File: src/rtl/ctr16_pkg.sv
package ctr16_pkg;

    typedef enum logic [1:0] {
        OP_HOLD  = 2'd0,
        OP_LOAD  = 2'd1,
        OP_COUNT = 2'd2
    } op_e;

endpackage

File: src/rtl/ctr16_rst_sync.sv
module ctr16_rst_sync #(
    parameter int STAGES = 2
) (
    input  logic clk,
    input  logic arst_n,
    output logic rst_q_n
);
    localparam int TOP = STAGES - 1;

    logic [TOP:0] chain_q;

    generate
        if (STAGES == 1) begin : g_single
            always_ff @(posedge clk or negedge arst_n) begin
                if (!arst_n) chain_q <= '0;
                else         chain_q <= 1'b1;
            end
        end else begin : g_multi
            always_ff @(posedge clk or negedge arst_n) begin
                if (!arst_n) chain_q <= '0;
                else         chain_q <= {chain_q[TOP-1:0], 1'b1};
            end
        end
    endgenerate

    assign rst_q_n = chain_q[TOP];
endmodule

File: src/rtl/ctr16_op_decode.sv
module ctr16_op_decode
    import ctr16_pkg::*;
(
    input  logic load_n,
    input  logic en_par,
    input  logic en_chain,
    output op_e  op
);
    always_comb begin
        unique casez ({load_n, en_par, en_chain})
            3'b0??:  op = OP_LOAD;
            3'b111:  op = OP_COUNT;
            3'b100,
            3'b101,
            3'b110:  op = OP_HOLD;
            default: op = OP_HOLD;
        endcase
    end
endmodule

File: src/rtl/ctr16_state_reg.sv
module ctr16_state_reg
    import ctr16_pkg::*;
#(
    parameter int WIDTH = 4
) (
    input  logic             clk,
    input  logic             rst_n,
    input  op_e              op,
    input  logic [WIDTH-1:0] din,
    output logic [WIDTH-1:0] q
);
    localparam logic [WIDTH-1:0] ONE = WIDTH'(1);

    logic [WIDTH-1:0] q_next;

    always_comb begin
        unique case (op)
            OP_LOAD:  q_next = din;
            OP_COUNT: q_next = q + ONE;
            OP_HOLD:  q_next = q;
            default:  q_next = q;
        endcase
    end

    always_ff @(posedge clk or negedge rst_n) begin
        if (!rst_n) q <= '0;
        else        q <= q_next;
    end
endmodule

File: src/rtl/ctr16_carry.sv
module ctr16_carry #(
    parameter int WIDTH = 4
) (
    input  logic [WIDTH-1:0] q,
    input  logic             en_chain,
    output logic             carry_out
);
    always_comb begin
        carry_out = en_chain & (&q);
    end
endmodule

File: src/rtl/presettable_ctr16.sv
module presettable_ctr16
    import ctr16_pkg::*;
#(
    parameter int WIDTH       = 4,
    parameter int SYNC_STAGES = 2
) (
    input  logic             clk,
    input  logic             clr_n,
    input  logic             load_n,
    input  logic [WIDTH-1:0] din,
    input  logic             en_par,
    input  logic             en_chain,
    output logic [WIDTH-1:0] q,
    output logic             carry_out
);
    logic rst_q_n;
    op_e  op;

    ctr16_rst_sync #(.STAGES(SYNC_STAGES)) u_sync (
        .clk     (clk),
        .arst_n  (clr_n),
        .rst_q_n (rst_q_n)
    );

    ctr16_op_decode u_dec (
        .load_n   (load_n),
        .en_par   (en_par),
        .en_chain (en_chain),
        .op       (op)
    );

    ctr16_state_reg #(.WIDTH(WIDTH)) u_state (
        .clk   (clk),
        .rst_n (rst_q_n),
        .op    (op),
        .din   (din),
        .q     (q)
    );

    ctr16_carry #(.WIDTH(WIDTH)) u_carry (
        .q         (q),
        .en_chain  (en_chain),
        .carry_out (carry_out)
    );
endmodule

File: config.mk
export PLATFORM = sky130hd
export DESIGN_NAME = presettable_ctr16
export DESIGN_NICKNAME = d
export VERILOG_FILES = /design/src/rtl/ctr16_pkg.sv /design/src/rtl/ctr16_rst_sync.sv /design/src/rtl/ctr16_op_decode.sv /design/src/rtl/ctr16_state_reg.sv /design/src/rtl/ctr16_carry.sv /design/src/rtl/presettable_ctr16.sv
export SDC_FILE = /design/constraint.sdc
export NUM_CORES = 1
export LEC_CHECK = 0
export ABC_CLOCK_PERIOD_IN_PS = 800
export BUFFER_PORTS_ARGS = -buffer_cell sky130_fd_sc_hd__buf_4
export CAP_MARGIN = 40
export CORE_AREA = 10 10 47 49
export DETAILED_ROUTE_END_ITERATION = 6
export DIE_AREA = 0 0 57 59
export PLACE_DENSITY = 0.42
export SYNTH_ARGS = -nofsm -noshare
export SYNTH_HDL_FRONTEND = slang
export SYNTH_SLANG_ARGS = --single-unit
File: constraint.sdc
create_clock -name clk -period 0.8 [get_ports clk]
set_input_delay 0.12 -clock clk [delete_from_list [all_inputs] [get_ports clk]]
set_output_delay 0.12 -clock clk [all_outputs]
set_load 0.03 [all_outputs]
==> flow_summary.ini <==
[route]
drc = 0
drtIter0Drc = 3
postRouteAntennaNets = 0
met2_length_um = 398
met3RoutedLength_um = 88
m1WireLength_um = 313
finalWirelength_um = 805
dr.max_layer_used = met4
vias = 289
wl_per_cell_um = 11.5
first_pass_iters = 3
via_per_inst = 4.13

[worst_setup_path]
arrival_ns = 1.10
cp-end-kind = output pin
cp_top_family = flip-flops
crit_slowest_cell = dfrtp_2
start_kind = flip-flop
cp_cell_sequence = ha_4 > and4_4 > buf_6
slowest_delay_ns = 0.42
worst-path-buf-inv = 1
cp.required_ns = 0.68
crit_fanout = 2
crit_type = flip-flop to output pin

[power_and_ir_drop]
p_int_uw = 722
switching_share_pct = 28.7
seqPwrFrac_pct = 35.9
p_leak_nw = 0.257
p_sw_uw = 291
combPwrFrac_pct = 33.9
power.density_nw_per_um2 = 1830
pwr-share-clk_pct = 30.3
vdd_ir_drop_max_uv = 771

[final_layout]
design_area_um2 = 554
drive_gt1_share_pct = 64.8
diodes = 0
final_common_cell = buf_4
final_cell_mix = 17 x buf_4, 7 x buf_6, 4 x nor2_1, 4 x dfrtp_2
stdcell_count = 70
layout.nets = 65
syn_to_final_growth_pct = 104

[timing]
finClkSkew_ns = 0.00922
finalSetupViolCount = 9
fin_crit_ns = 1.22
post-route-period-util_pct = 153
layout_setup_ws_ns = -0.421
tns_ns = -2.67
rsz0062_at_grt = true
hold_slack_ns = 0.0556
fmax_mhz = 819
final_hold_viol_count = 0
drv_slew = 0

[global_routing]
grt_overflow = 0
grt_pass1_wl_um = 1480
grt_pass1_vias = 349
grt_max_degree = 9
antenna_found_initial = 0
grt_usage_pct = 5.68

[synth]
synth_seq_cells = 6
synth_top_family_by_area = simple AND/OR/NAND/NOR gates
synth_top_area_share_pct = 55.3
synth_compound_area_share_pct = 9.68
synthCells = 26
netlist-cell-type-count = 14
yosys.area.top_type = dfrtp_1
yosys_warnings = 0
avgSynthCellArea_um2 = 10.4
synth-xor-area-share_pct = 6.45
syn-num-nets = 36
ys_seq_area_share_pct = 55.3
synth_adder_area_share_pct = 4.61
syn_area_um2 = 272
netlist_top_cells_area = dfrtp_1 55%, xor2_1 6.5%, a21oi_1 5.5%
yosys.area_share.simple_pct = 17.5
synthMuxAreaShare_pct = 3.69

[clock_network]
htree_levels = 1
cts.sinks = 6
clock_latency_ns = 0.25
cts_buffers = 3
path_clk_slew_ns = 0.05
clockBufferDepth = 2
cts_root_buf = clkbuf_4
cts_tree = yes

[floorplan]
dieArea_um2 = 3360
die_x_um = 57
pin_count = 14
fp.dieH_um = 59
core_um2 = 1400
num_rows = 14
start_util_pct = 19.4

[run]
drv_cap = 0

[placement]
dpl-instance-area_um2 = 452
numPlacedInstances = 61
routabilityCongestion = 0.717
io_buffers = 13

[min_path]
timing.hold.worst.class = flip-flop to asynchronous set/reset pin

[outcome]
status = finished with violations
violations = negative setup slack
cells in the mapped netlist:
| master | n |
|---|---|
| a21oi_1 | 3 |
| nor2_1 | 4 |
| a31oi_1 | 1 |
| dfrtp_1 | 6 |
| xor2_1 | 2 |
| clkbuf_1 | 1 |
| or3_1 | 1 |
| mux2i_1 | 1 |
| and4_2 | 1 |
| conb_1 | 1 |
| nand3_1 | 2 |
| ha_1 | 1 |
| nand2_2 | 1 |
| o21ai_0 | 1 |
worst reg2reg max path, delay by kind of cell (launching register included):
family / cells / cell delay (ns)
AND/OR/NAND/NOR: 1 / 0.05
adder cells (fa/ha/maj): 1 / 0.16
AO/OA/AOI/OAI: 1 / 0.08
buffers and inverters: 1 / 0.12
XOR/XNOR: 1 / 0.14
flip-flops: 1 / 0.42
final timing paths:
kind	cells past startpoint	from	to	slack [ns]
worst max-delay path	3	u_state.q[0]$_DFFE_PN0P_	carry_out	-0.42
worst min-delay path	0	u_sync.chain_q[1]$_DFF_PN0_	u_state.q[1]$_DFFE_PN0P_	0.06
worst max register to register	5	u_state.q[0]$_DFFE_PN0P_	u_state.q[2]$_DFFE_PN0P_	-0.31
worst min register to register	0	u_sync.chain_q[1]$_DFF_PN0_	u_state.q[1]$_DFFE_PN0P_	0.06
max in group asynchronous	2	clr_n	u_sync.chain_q[1]$_DFF_PN0_	0.52
min in group clk	2	load_n	u_state.q[0]$_DFFE_PN0P_	0.11
repair_timing:
item,4_1_cts,5_1_grt
hold buffers,1,0
resized for setup,8,0
pin swaps,6,0
setup buffers,4,0
endpoints found under the setup margin,9,9
hold endpoints to repair,2,0
sequential cells by signal, summed over array words and instances (netlist names):
name,flops
u_state.q,4
u_sync.chain_q,2
cell type report:
| type | instances | area (um^2) |
|---|---|---|
| clock buffers | 4 | 26.3 |
| multi-input cells | 19 | 136 |
| well taps | 16 | 20.0 |
| flip-flops and latches | 6 | 155 |
| fillers | 159 | 847 |
| repair buffers | 25 | 216 |
power groups by stage:
| stage | clock network, mW | registers (mW) | logic, mW |
|---|---|---|---|
| 4_1_cts | 0.327 | 0.364 | 0.350 |
| 6_report | 0.307 | 0.363 | 0.343 |
| 2_1_floorplan | 0 | 0.418 | 0.0735 |
| 3_5_place_dp | 0 | 0.364 | 0.273 |
| 3_3_place_gp | 0 | 0.362 | 0.271 |
| 5_1_grt | 0.355 | 0.367 | 0.376 |
cell families after synthesis:
| logic type | Yosys count |
|---|---|
| compound gates | 5 |
| xor+xnor | 2 |
| fa+ha+maj | 1 |
| buf+inv | 1 |
| flops | 6 |
| mux | 1 |
| other cells | 1 |
| simple gates | 9 |
per-layer routing:
layer	vias up	GRT usage (%)
met1	129	5.63
met2	9	8.37
met3	2	3.22
met4	0	5.03
met5	-	0
li1	149	-
through the flow:
step	util, %	setup slack (ns)	power [mW]
detailed placement	32.2	-0.254	0.637
floorplan	-	-0.297	0.492
CTS	39.6	-0.437	1.04
global route	39.6	-0.463	1.10
global placement	32.2	-0.240	0.633
finish	39.6	-0.421	1.01
No activity file was read; power rests on OpenSTA's default activity.
